### config.mk
export PLATFORM = sky130hd
export DESIGN_NAME = lockable_regfile
export DESIGN_NICKNAME = d
export VERILOG_FILES = /design/src/rtl/lmrf_pkg.sv /design/src/rtl/lmrf_ctrl.sv /design/src/rtl/lmrf_fan.sv /design/src/rtl/lmrf_status.sv /design/src/rtl/lockable_regfile.sv
export SDC_FILE = /design/constraint.sdc
export NUM_CORES = 1
export LEC_CHECK = 0
export BUFFER_PORTS_ARGS = -buffer_cell sky130_fd_sc_hd__buf_2
export CAP_MARGIN = 40
export CORE_ASPECT_RATIO = 1.75
export CORE_MARGIN = 2
export CORE_UTILIZATION = 50
export CTS_CLUSTER_DIAMETER = 100
export DETAILED_ROUTE_END_ITERATION = 8
export GPL_TIMING_DRIVEN = 0
export PLACE_DENSITY = 0.75
export SYNTH_ARGS = -nofsm -noshare
export SYNTH_HDL_FRONTEND = slang
export SYNTH_SLANG_ARGS = --single-unit
### constraint.sdc
create_clock -name clk_i -period 2.4 [get_ports clk_i]
set_input_delay 0.12 -clock clk_i [delete_from_list [all_inputs] [get_ports clk_i]]
set_output_delay 0.12 -clock clk_i [all_outputs]
set_load 0.05 [all_outputs]
### src/rtl/lmrf_pkg.sv
package lmrf_pkg;
  typedef logic [7:0] byte_t;

  localparam byte_t ADDR_CTRL  = 8'h7F;
  localparam byte_t ADDR_SFR   = 8'h7C;
  localparam byte_t ADDR_FMODE = 8'h5F;

  localparam int CTRL_START = 0;
  localparam int CTRL_LOCK  = 1;
  localparam int CTRL_OVRD  = 2;
  localparam int CTRL_LPM   = 3;

  localparam int SFR_SD_BITS = 3;  // sfr bits reachable in shutdown

  localparam byte_t TACH_RST = 8'hCC;
  localparam byte_t POPT_RST = 8'h0C;
endpackage

### src/rtl/lmrf_ctrl.sv
module lmrf_ctrl
  import lmrf_pkg::*;
(
  input  logic       clk_i,
  input  logic       rst_ni,
  input  logic       ctrl_we_i,
  input  logic [3:0] ctrl_wd_i,
  input  logic       sfr_we_i,
  input  byte_t      sfr_wd_i,
  output logic       start_o,
  output logic       lock_o,
  output logic       ovrd_o,
  output logic       lpm_o,
  output byte_t      sfr_o,
  output logic       shutdown_o
);
  logic  start_q, lock_q, ovrd_q, lpm_q;
  byte_t sfr_q;

  assign shutdown_o = lpm_q & ~start_q;

  always_ff @(posedge clk_i or negedge rst_ni) begin
    if (!rst_ni) begin
      start_q <= 1'b0;
      lock_q  <= 1'b0;
      ovrd_q  <= 1'b0;
      lpm_q   <= 1'b0;
    end else if (ctrl_we_i) begin
      ovrd_q <= ctrl_wd_i[CTRL_OVRD];
      lpm_q  <= ctrl_wd_i[CTRL_LPM];
      if (!lock_q) begin
        start_q <= ctrl_wd_i[CTRL_START];
        lock_q  <= ctrl_wd_i[CTRL_LOCK];
      end
    end
  end

  always_ff @(posedge clk_i or negedge rst_ni) begin
    if (!rst_ni) begin
      sfr_q <= '0;
    end else if (sfr_we_i) begin
      if (shutdown_o) sfr_q[SFR_SD_BITS-1:0] <= sfr_wd_i[SFR_SD_BITS-1:0];
      else            sfr_q <= sfr_wd_i;
    end
  end

  assign start_o = start_q;
  assign lock_o  = lock_q;
  assign ovrd_o  = ovrd_q;
  assign lpm_o   = lpm_q;
  assign sfr_o   = sfr_q;

  a_r3_lock_sticky: assert property (@(posedge clk_i) disable iff (!rst_ni)
    lock_q |=> lock_q);
  a_r3_start_frozen: assert property (@(posedge clk_i) disable iff (!rst_ni)
    lock_q |=> $stable(start_q));
  a_r4_ovrd_takes_write: assert property (@(posedge clk_i) disable iff (!rst_ni)
    ctrl_we_i |=> (ovrd_q == $past(ctrl_wd_i[CTRL_OVRD])));
  a_r7_sfr_high_kept: assert property (@(posedge clk_i) disable iff (!rst_ni)
    shutdown_o |=> $stable(sfr_q[7:SFR_SD_BITS]));
endmodule

### src/rtl/lmrf_fan.sv
module lmrf_fan
  import lmrf_pkg::*;
(
  input  logic  clk_i,
  input  logic  rst_ni,
  input  logic  duty_we_i,
  input  logic  opt_we_i,
  input  logic  manual_i,
  input  logic  lock_i,
  input  logic  shutdown_i,
  input  byte_t wd_i,
  output byte_t duty_o,
  output byte_t opt_o
);
  byte_t duty_q, opt_q;
  logic  duty_ok, opt_ok;

  assign opt_ok  = opt_we_i & ~lock_i & ~shutdown_i;
  assign duty_ok = duty_we_i & manual_i & ~lock_i & ~shutdown_i;

  always_ff @(posedge clk_i or negedge rst_ni) begin
    if (!rst_ni) begin
      duty_q <= '0;
      opt_q  <= POPT_RST;
    end else begin
      if (duty_ok) duty_q <= wd_i;
      if (opt_ok)  opt_q  <= wd_i;
    end
  end

  assign duty_o = duty_q;
  assign opt_o  = opt_q;

  a_r2_duty_gated: assert property (@(posedge clk_i) disable iff (!rst_ni)
    (!manual_i || lock_i) |=> $stable(duty_q));
  a_r9_opt_locked: assert property (@(posedge clk_i) disable iff (!rst_ni)
    lock_i |=> $stable(opt_q));
endmodule

### src/rtl/lmrf_status.sv
module lmrf_status #(
  parameter int NUM_EVT = 16,
  localparam int NREG   = (NUM_EVT + 7) / 8,
  localparam int W      = NREG * 8
) (
  input  logic               clk_i,
  input  logic               rst_ni,
  input  logic [NUM_EVT-1:0] evt_i,
  input  logic [NREG-1:0]    clr_i,
  output logic [W-1:0]       stat_o
);
  logic [W-1:0] evt_pad, stat_q, stat_d;

  assign evt_pad = W'(evt_i);

  // on a clearing read only still-active events survive
  always_comb begin
    for (int k = 0; k < NREG; k++) begin
      if (clr_i[k]) stat_d[k*8 +: 8] = evt_pad[k*8 +: 8];
      else          stat_d[k*8 +: 8] = stat_q[k*8 +: 8] | evt_pad[k*8 +: 8];
    end
  end

  always_ff @(posedge clk_i or negedge rst_ni) begin
    if (!rst_ni) stat_q <= '0;
    else         stat_q <= stat_d;
  end

  assign stat_o = stat_q | evt_pad;

  a_r6_event_latches: assert property (@(posedge clk_i) disable iff (!rst_ni)
    (evt_pad != '0) |=> ((stat_q & $past(evt_pad)) == $past(evt_pad)));
  a_r6_unread_held: assert property (@(posedge clk_i) disable iff (!rst_ni)
    (clr_i == '0) |=> ((stat_q & $past(stat_q)) == $past(stat_q)));
endmodule

### src/rtl/lockable_regfile.sv
module lockable_regfile
  import lmrf_pkg::*;
#(
  parameter int NUM_FANS  = 3,
  parameter int NUM_TACH  = 4,
  parameter int NUM_EVT   = 16,
  parameter int DUTY_BASE = 8'h30,
  parameter int STAT_BASE = 8'h41,
  parameter int TACH_BASE = 8'h90,
  localparam int POPT_BASE = TACH_BASE + NUM_TACH,
  localparam int NSTAT     = (NUM_EVT + 7) / 8
) (
  input  logic                  clk_i,
  input  logic                  rst_ni,
  input  logic [7:0]            addr_i,
  input  logic [7:0]            wdata_i,
  input  logic                  wr_i,
  input  logic                  rd_i,
  output logic [7:0]            rdata_o,
  input  logic [NUM_EVT-1:0]    evt_i,
  output logic                  start_o,
  output logic                  lock_o,
  output logic                  ovrd_o,
  output logic                  lpm_o,
  output logic                  int_en_o,
  output logic [7:0]            sfr_o,
  output logic [NUM_FANS-1:0]   fan_manual_o,
  output logic [NUM_FANS*8-1:0] duty_o,
  output logic [NUM_FANS*8-1:0] pwm_opt_o,
  output logic [NUM_TACH*8-1:0] tach_opt_o
);
  logic rd_act, shutdown, mapped;
  logic ctrl_hit, sfr_hit, fmode_hit;
  logic [NUM_FANS-1:0] duty_hit, popt_hit;
  logic [NUM_TACH-1:0] tach_hit;
  logic [NSTAT-1:0]    stat_hit, stat_clr;
  logic [NSTAT*8-1:0]  stat_w;
  logic [NUM_FANS-1:0] manual_q;
  logic [NUM_TACH*8-1:0] tach_q;
  byte_t rd_val, rdata_q;

  assign rd_act    = rd_i & ~wr_i;  // write wins on a shared cycle
  assign ctrl_hit  = (addr_i == ADDR_CTRL);
  assign sfr_hit   = (addr_i == ADDR_SFR);
  assign fmode_hit = (addr_i == ADDR_FMODE);

  lmrf_ctrl u_ctrl (
    .clk_i      (clk_i),
    .rst_ni     (rst_ni),
    .ctrl_we_i  (wr_i & ctrl_hit),
    .ctrl_wd_i  (wdata_i[3:0]),
    .sfr_we_i   (wr_i & sfr_hit),
    .sfr_wd_i   (wdata_i),
    .start_o    (start_o),
    .lock_o     (lock_o),
    .ovrd_o     (ovrd_o),
    .lpm_o      (lpm_o),
    .sfr_o      (sfr_o),
    .shutdown_o (shutdown)
  );

  assign int_en_o = sfr_o[0];

  always_ff @(posedge clk_i or negedge rst_ni) begin
    if (!rst_ni) manual_q <= '0;
    else if (wr_i && fmode_hit && !lock_o && !shutdown) manual_q <= wdata_i[NUM_FANS-1:0];
  end
  assign fan_manual_o = manual_q;

  for (genvar g = 0; g < NUM_FANS; g++) begin : g_fan
    assign duty_hit[g] = (addr_i == 8'(DUTY_BASE + g));
    assign popt_hit[g] = (addr_i == 8'(POPT_BASE + g));
    lmrf_fan u_fan (
      .clk_i      (clk_i),
      .rst_ni     (rst_ni),
      .duty_we_i  (wr_i & duty_hit[g]),
      .opt_we_i   (wr_i & popt_hit[g]),
      .manual_i   (manual_q[g]),
      .lock_i     (lock_o),
      .shutdown_i (shutdown),
      .wd_i       (wdata_i),
      .duty_o     (duty_o[g*8 +: 8]),
      .opt_o      (pwm_opt_o[g*8 +: 8])
    );
  end

  for (genvar g = 0; g < NUM_TACH; g++) begin : g_tach
    assign tach_hit[g] = (addr_i == 8'(TACH_BASE + g));
    always_ff @(posedge clk_i or negedge rst_ni) begin
      if (!rst_ni) tach_q[g*8 +: 8] <= TACH_RST;
      else if (wr_i && tach_hit[g] && !shutdown) tach_q[g*8 +: 8] <= wdata_i;
    end
  end
  assign tach_opt_o = tach_q;

  for (genvar k = 0; k < NSTAT; k++) begin : g_stat
    assign stat_hit[k] = (addr_i == 8'(STAT_BASE + k));
    assign stat_clr[k] = rd_act & stat_hit[k] & ~shutdown;
  end

  lmrf_status #(.NUM_EVT(NUM_EVT)) u_status (
    .clk_i  (clk_i),
    .rst_ni (rst_ni),
    .evt_i  (evt_i),
    .clr_i  (stat_clr),
    .stat_o (stat_w)
  );

  assign mapped = ctrl_hit | sfr_hit | fmode_hit | (|duty_hit) | (|popt_hit)
                | (|tach_hit) | (|stat_hit);

  always_comb begin
    rd_val = '0;
    if (ctrl_hit) rd_val = {4'b0, lpm_o, ovrd_o, lock_o, start_o};
    if (sfr_hit)  rd_val = shutdown ? byte_t'(sfr_o[SFR_SD_BITS-1:0]) : sfr_o;
    if (!shutdown) begin
      if (fmode_hit) rd_val = byte_t'(manual_q);
      for (int i = 0; i < NUM_FANS; i++) begin
        if (duty_hit[i]) rd_val = duty_o[i*8 +: 8];
        if (popt_hit[i]) rd_val = pwm_opt_o[i*8 +: 8];
      end
      for (int i = 0; i < NUM_TACH; i++)
        if (tach_hit[i]) rd_val = tach_q[i*8 +: 8];
      for (int i = 0; i < NSTAT; i++)
        if (stat_hit[i]) rd_val = stat_w[i*8 +: 8];
    end
  end

  always_ff @(posedge clk_i or negedge rst_ni) begin
    if (!rst_ni)     rdata_q <= '0;
    else if (rd_act) rdata_q <= rd_val;
  end
  assign rdata_o = rdata_q;

  a_r1_unmapped_zero: assert property (@(posedge clk_i) disable iff (!rst_ni)
    (rd_act && !mapped) |=> (rdata_o == 8'h00));
  a_r10_write_wins: assert property (@(posedge clk_i) disable iff (!rst_ni)
    wr_i |=> $stable(rdata_o));
  a_r7_tach_frozen: assert property (@(posedge clk_i) disable iff (!rst_ni)
    shutdown |=> $stable(tach_q));
  a_r7_manual_frozen: assert property (@(posedge clk_i) disable iff (!rst_ni)
    (shutdown || lock_o) |=> $stable(manual_q));
endmodule

## After elaboration in Yosys (flattened, before gate mapping)

Index checks and enable logic that the tools add are counted.

| storage, ports and cells | value |
|---|---|
| bits in registers | 119 |

| cells by class | value |
|---|---|
| equality and inequality tests | 15 |
| multiplexer cells | 20 |
| bitwise operators | 36 |
| reductions and logical operators | 15 |

Operators with widths:

| operator | number |
|---|---|
| 8-bit two-way mux | 18 |
| 8-bit equality test (second input constant) | 7 |
| 8-bit by 7-bit equality test with 1-bit output (second input constant) | 5 |
| 1-bit bitwise AND | 29 |
| 8-bit by 6-bit equality test with 1-bit output (second input constant) | 3 |
| 16-bit OR | 1 |
| 8-bit OR | 2 |
| 1-bit logical AND | 11 |
| 4-bit two-way mux | 1 |
| 1-bit NOT | 4 |
| 2-bit AND reduction | 2 |
| 1-bit zero test | 2 |
| 1-bit two-way mux | 1 |

## Depth between registers and ports, before layout

| logic depth | value |
|---|---|
| depth after elaboration | 18 |
| mapped depth | 9 |
| gate-level depth less buffers | 6 |

## Hierarchy

Synthesis repeated with hierarchy kept, for this count alone.

| unflattened totals | value |
|---|---|
| cells, all modules | 542 |
| area total of the unflattened synthesis | 6178.4 um^2 |

By module, submodules not included:

| module | instances | cells each | area each (um^2) | seq. area each (um^2) |
|---|---|---|---|---|
| lockable_regfile | 1 | 360 | 3208.1 | 1096.1 |
| lmrf_fan | 3 | 35 | 619.3 | 402.9 |
| lmrf_status | 1 | 50 | 628.1 | 400.4 |
| lmrf_ctrl | 1 | 27 | 484.2 | 300.3 |

## Least setup slack after synthesis

No wires, ideal clock.

| path | value |
|---|---|
| path kind | register -> register |
| start point | register u_ctrl.start_q, in the netlist u_ctrl.start_o |
| end point | register g_fan[2].u_fan.opt_q[0] |
| data arrival time | 2092 ps |
| required time | 2275 ps |
| slack | 183 ps |
| stages on the path, launching flop included | 7 |
| period minus slack after synthesis | 2217 ps |
| cells stage by stage | dfrtp_1 -> nand2b_1 -> nand2_1 -> or2_2 -> buf_2 -> nor3_2 -> mux2_2 |

| on the way | value |
|---|---|
| word-level cells in the longest chain between the ends | 4 |

RTL lines:

| element | RTL line | RTL |
|---|---|---|
| start, declared | lmrf_ctrl.sv:17 | `logic start_q, lock_q, ovrd_q, lpm_q;` |
| start signal, assigned | lmrf_ctrl.sv:32 | `start_q <= ctrl_wd_i[CTRL_START];` |
| 1-bit NOT | lmrf_ctrl.sv:20 | `assign shutdown_o = lpm_q & ~start_q;` |
| 1-bit bitwise AND | lmrf_ctrl.sv:20 |  |
| 1-bit NOT | lmrf_fan.sv:18 | `assign opt_ok = opt_we_i & ~lock_i & ~shutdown_i;` |
| 1-bit bitwise AND | lmrf_fan.sv:18 |  |
| end signal, assigned | lmrf_fan.sv:27 | `if (opt_ok) opt_q <= wd_i;` |
| end, declared | lmrf_fan.sv:15 | `byte_t duty_q, opt_q;` |

No other way between the ends.
A chain may end at the register's enable or synchronous reset.

## Worst setup path after layout

| path | value |
|---|---|
| start point | register u_ctrl.lpm_q, in the netlist u_ctrl.lpm_o |
| end point | register g_fan[2].u_fan.opt_q[0] |

| on the way | value |
|---|---|
| word-level cells in the longest chain between the ends | 3 |

RTL lines:

| element | RTL line | RTL |
|---|---|---|
| start, declared | lmrf_ctrl.sv:17 |  |
| start signal, assigned | lmrf_ctrl.sv:30 | `lpm_q <= ctrl_wd_i[CTRL_LPM];` |
| 1-bit bitwise AND | lmrf_ctrl.sv:20 |  |
| 1-bit NOT | lmrf_fan.sv:18 |  |
| 1-bit bitwise AND | lmrf_fan.sv:18 |  |

No other way between the ends.

==> implementation parameters <==
Parameter                              Value

Outcome
  Outcome ... finished, final reports clean

Placed design
  RePlAce Congestion ... 0.912
  Setup Slack @ Placement ... -87.5 ps
  HPWL Detailed ... 14800 um
  Total instance count after detailed placement ... 794
  Quantity of I/O buffers inserted on ports ... 138

STA
  Normalized max-slew margin ... 0.502
  Final setup violation count ... 0
  Highest attainable clock frequency ... about 450 MHz
  Hold violation total from the final report ... 0
  Post-route clock period utilization ... 0.933
  Worst slew pin tran ... 737 ps
  Post-route setup slack ... 161 ps
  Fin Hold WS ... around 48 ps
  Final setup skew ... 7.82 ps
  Final Max Slew Viols ... 0
  Shortest period the worst path allows ... 2240 ps
  RSZ-0062 raised after global routing ... no

Critical path
  Critical path's slowest cell ... sky130_fd_sc_hd__nor3_2
  Capturing point of the worst reg2reg path ... g_fan[2].u_fan.opt_o[0]
  Arrival time reported for the critical path endpoint ... 2540 ps
  Sum of buffers and inverters on the critical path ... 1
  CP peak stage delay ... ~560 ps
  Setup Crit Path Kind ... reg2reg
  R2R depth ... 6
  Worst endpoint required time ... 2700 ps
  Crit Reg-Reg Startpoint ... u_ctrl.lpm_o
  Critical path launch point type ... flop
  Critical path peak fanout ... 8
  Cell-by-cell listing of the critical path ... nand2b_1 > nand2_1 > or2_2 > buf_2 > nor3_2 > mux2_2
  Register-to-register setup slack ... about 160 ps
  Capturing element type of the critical path ... flop
  Gate family responsible for the most delay along the worst path ... simple AND/OR/NAND/NOR gates

Clock tree
  Clock latency reported for the late side of the worst-skew pair ... 420 ps
  Worst-case clock buffer depth ... 2
  Clock sink count ... 119
  Register clock-pin slew on the reported worst setup and hold paths ... 60 ps
  CTS tree ... yes
  Number of buffers added by the clock tree synthesis step ... 17
  Number of post-CTS setup repair buffers ... 0
  Root Buffer Master ... sky130_fd_sc_hd__clkbuf_16
  H-tree levels ... 4

Route
  Via-per-instance ratio ... 6.29
  Count of unresolved DRC violations after routing ... 0
  Wire per inst ... 23.9 um
  DRC marker count from the first detailed-route iteration ... 433
  Total detailed-routing wirelength ... 20400 um
  Count of antenna-violating nets left after detailed routing ... 0
  Drt pass-1 iters ... 7
  Via count ... between 5000 and 6000

Die
  DIE HEIGHT ... 150 um
  I/O pins ... between 100 and 150
  Core ar. ... ~12000 sq um
  Die footprint ... about 13000 sq um
  Number of cell rows ... 53
  Initial cell density of the core ... 0.510
  Die width ... 87.4 um

Layout
  Post-layout net count ... about 740
  Post-route core utilization ... 0.658
  Synthesis-to-finish area growth ... 29.1%
  Final antenna diode count ... 0
  Layout cells sized above 1 ... 0.470
  Final std cells w/o fill ... 850

Global routing
  Global-route usage over all layers ... 0.316
  Wire length of the first global-routing pass ... 30500 um
  GRT overflow ... 0
  Largest net degree at the start of global routing ... 74
  Vias in the first global route ... 5405
  Number of antenna violations at the first check in global routing ... 0

Pwr
  Total power per unit cell area ... 719 nW/um^2
  Maximum VDD drop ... 0.856 mV
  Static leakage ... 3.71 nW
  Power consumption ... 0.00565 W

Logic synthesis
  Synthesis warning total ... 0
  Most common flop cell mapped by yosys ... sky130_fd_sc_hd__dfrtp_1
  Post-Syn Nets ... 554
  Post-Synthesis Mean Instance Area ... 11.7 sq um
  Sequential-to-total area share from yosys stat ... 0.494
  Unique cell type count in the Yosys netlist ... between 50 and 60
  Ys async rst share ... 1.00
  Synthesized flop and latch total ... 119
  Netlist Area Pre-Place ... around 6100 sq um
  Post-Synthesis Cells ... 518
  Number of enable-type register cells in the synthesized netlist ... 0

Min path
  Number of cells on the worst hold path ... 2
  Startpoint of the lowest-slack hold path ... wdata_i[1]
  Path type of the worst min-delay path ... in2reg
  WHS Endpoint ... g_fan[2].u_fan.duty_o[1]

Flow run
  Reported max-cap violation count ... 0
metrics by stage:
step                      area (sq um)  setup TNS (ps)
final                             7860               0
after global routing              7860               0
after CTS                         7860               0
after detailed placement          6980           -87.5
after global placement            6950           -9070
after floorplan                   6080               0
where the power goes:
part | internal (W) | total (W) | switching (W)
registers | 0.00209 | 0.00216 | 0.0000680
logic | 0.000209 | 0.000729 | 0.000520
clock network | 0.00178 | 0.00276 | 0.000983
layout make-up:
class | instances | area (sq um)
buffer | 42 | 200
clock buffer | 19 | 443
clock inverter | 13 | 195
fill | 947 | 4080
inverter | 3 | 11.3
multi-input combinational | 354 | 2870
sequential | 119 | 3010
tap | 137 | 171
timing repair buffer | 163 | 961
metal layers:
| layer | global-route usage | wire (um) | up-vias |
|---|---|---|---|
| met5 | 0 | 0 | - |
| met4 | 0.155 | 881 | 0 |
| met3 | 0.0546 | 1090 | 64 |
| met2 | 0.549 | 10900 | 250 |
| met1 | 0.369 | 7460 | 2712 |
| li1 | - | - | 2321 |
worst max path at each step:
stage / from / depth (start not counted) / endpoint / slack (ps)
final: u_ctrl.lpm_o / 6 / g_fan[2].u_fan.opt_o[0] / 160
after global routing: u_ctrl.lpm_o / 6 / g_fan[2].u_fan.opt_o[0] / 20
after CTS: u_ctrl.lpm_o / 9 / rdata_o[6] / 110
after detailed placement: addr_i[3] / 7 / rdata_o[0] / -90
after global placement: rst_ni / 1 / u_status.stat_q[1] / -110
after floorplan: u_ctrl.start_o / 6 / g_fan[2].u_fan.opt_o[0] / 180
cells in the final DEF (no fill, tap or decap), types with 5 or more instances in the layout:
master,count
sky130_fd_sc_hd__nor2_1,21
sky130_fd_sc_hd__buf_2,149
sky130_fd_sc_hd__o32ai_1,6
sky130_fd_sc_hd__o22ai_1,11
sky130_fd_sc_hd__dfrtp_1,97
sky130_fd_sc_hd__nand2b_1,7
sky130_fd_sc_hd__buf_4,6
sky130_fd_sc_hd__o21ai_1,7
sky130_fd_sc_hd__clkbuf_16,17
sky130_fd_sc_hd__nand3_1,19
sky130_fd_sc_hd__clkbuf_1,20
sky130_fd_sc_hd__dfstp_2,22
sky130_fd_sc_hd__a211oi_1,9
sky130_fd_sc_hd__and2_1,6
sky130_fd_sc_hd__a21o_1,17
sky130_fd_sc_hd__nor2b_1,5
sky130_fd_sc_hd__a21oi_1,31
sky130_fd_sc_hd__nand4_1,6
sky130_fd_sc_hd__a221oi_1,6
sky130_fd_sc_hd__dlygate4sd3_1,24
sky130_fd_sc_hd__or2_2,5
sky130_fd_sc_hd__nand2_1,16
sky130_fd_sc_hd__o21ai_0,9
sky130_fd_sc_hd__mux2_2,96
Yosys cell counts (all sizes together), types with 7 or more instances:
cell type / n / area (sq um)
dfstp: 22 / 578
nand3: 20 / 113
a21oi: 31 / 155
a21o: 17 / 128
a211oi: 9 / 67.6
nand2b: 7 / 43.8
clkbuf: 20 / 75.1
dfrtp: 97 / 2430
buf: 22 / 124
nor3: 9 / 88.8
nand4: 7 / 58.8
o22ai: 11 / 68.8
nand2: 19 / 78.8
o21ai: 16 / 80.1
nor2: 27 / 136
mux2: 96 / 1080
state kept, by name (all words and copies together), names as in the netlist:
name,flops
fan_manual_o,3
g_fan.u_fan.duty_o,24
g_fan.u_fan.opt_o,24
rdata_o,8
tach_opt_o,32
u_ctrl.lock_o,1
u_ctrl.lpm_o,1
u_ctrl.ovrd_o,1
u_ctrl.sfr_o,8
u_ctrl.start_o,1
u_status.stat_q,16
repair_timing:
item | in CTS | in global routing
gates resized for setup | 0 | 2
endpoints found under the setup margin | 0 | 2
hold endpoints to repair | 68 | 0
hold buffers | 24 | 0
cell families (layout without fill, tap and decap cells):
family | after synthesis | count (layout) | synth area share
multiplexers | 101 | 101 | 0.194
AO/OA/AOI/OAI | 127 | 127 | 0.145
flip-flops | 119 | 119 | 0.494
buffers and inverters | 45 | 240 | 0.0345
AND/OR/NAND/NOR | 126 | 126 | 0.133
Note: power is estimated with default switching activity, not from simulation.
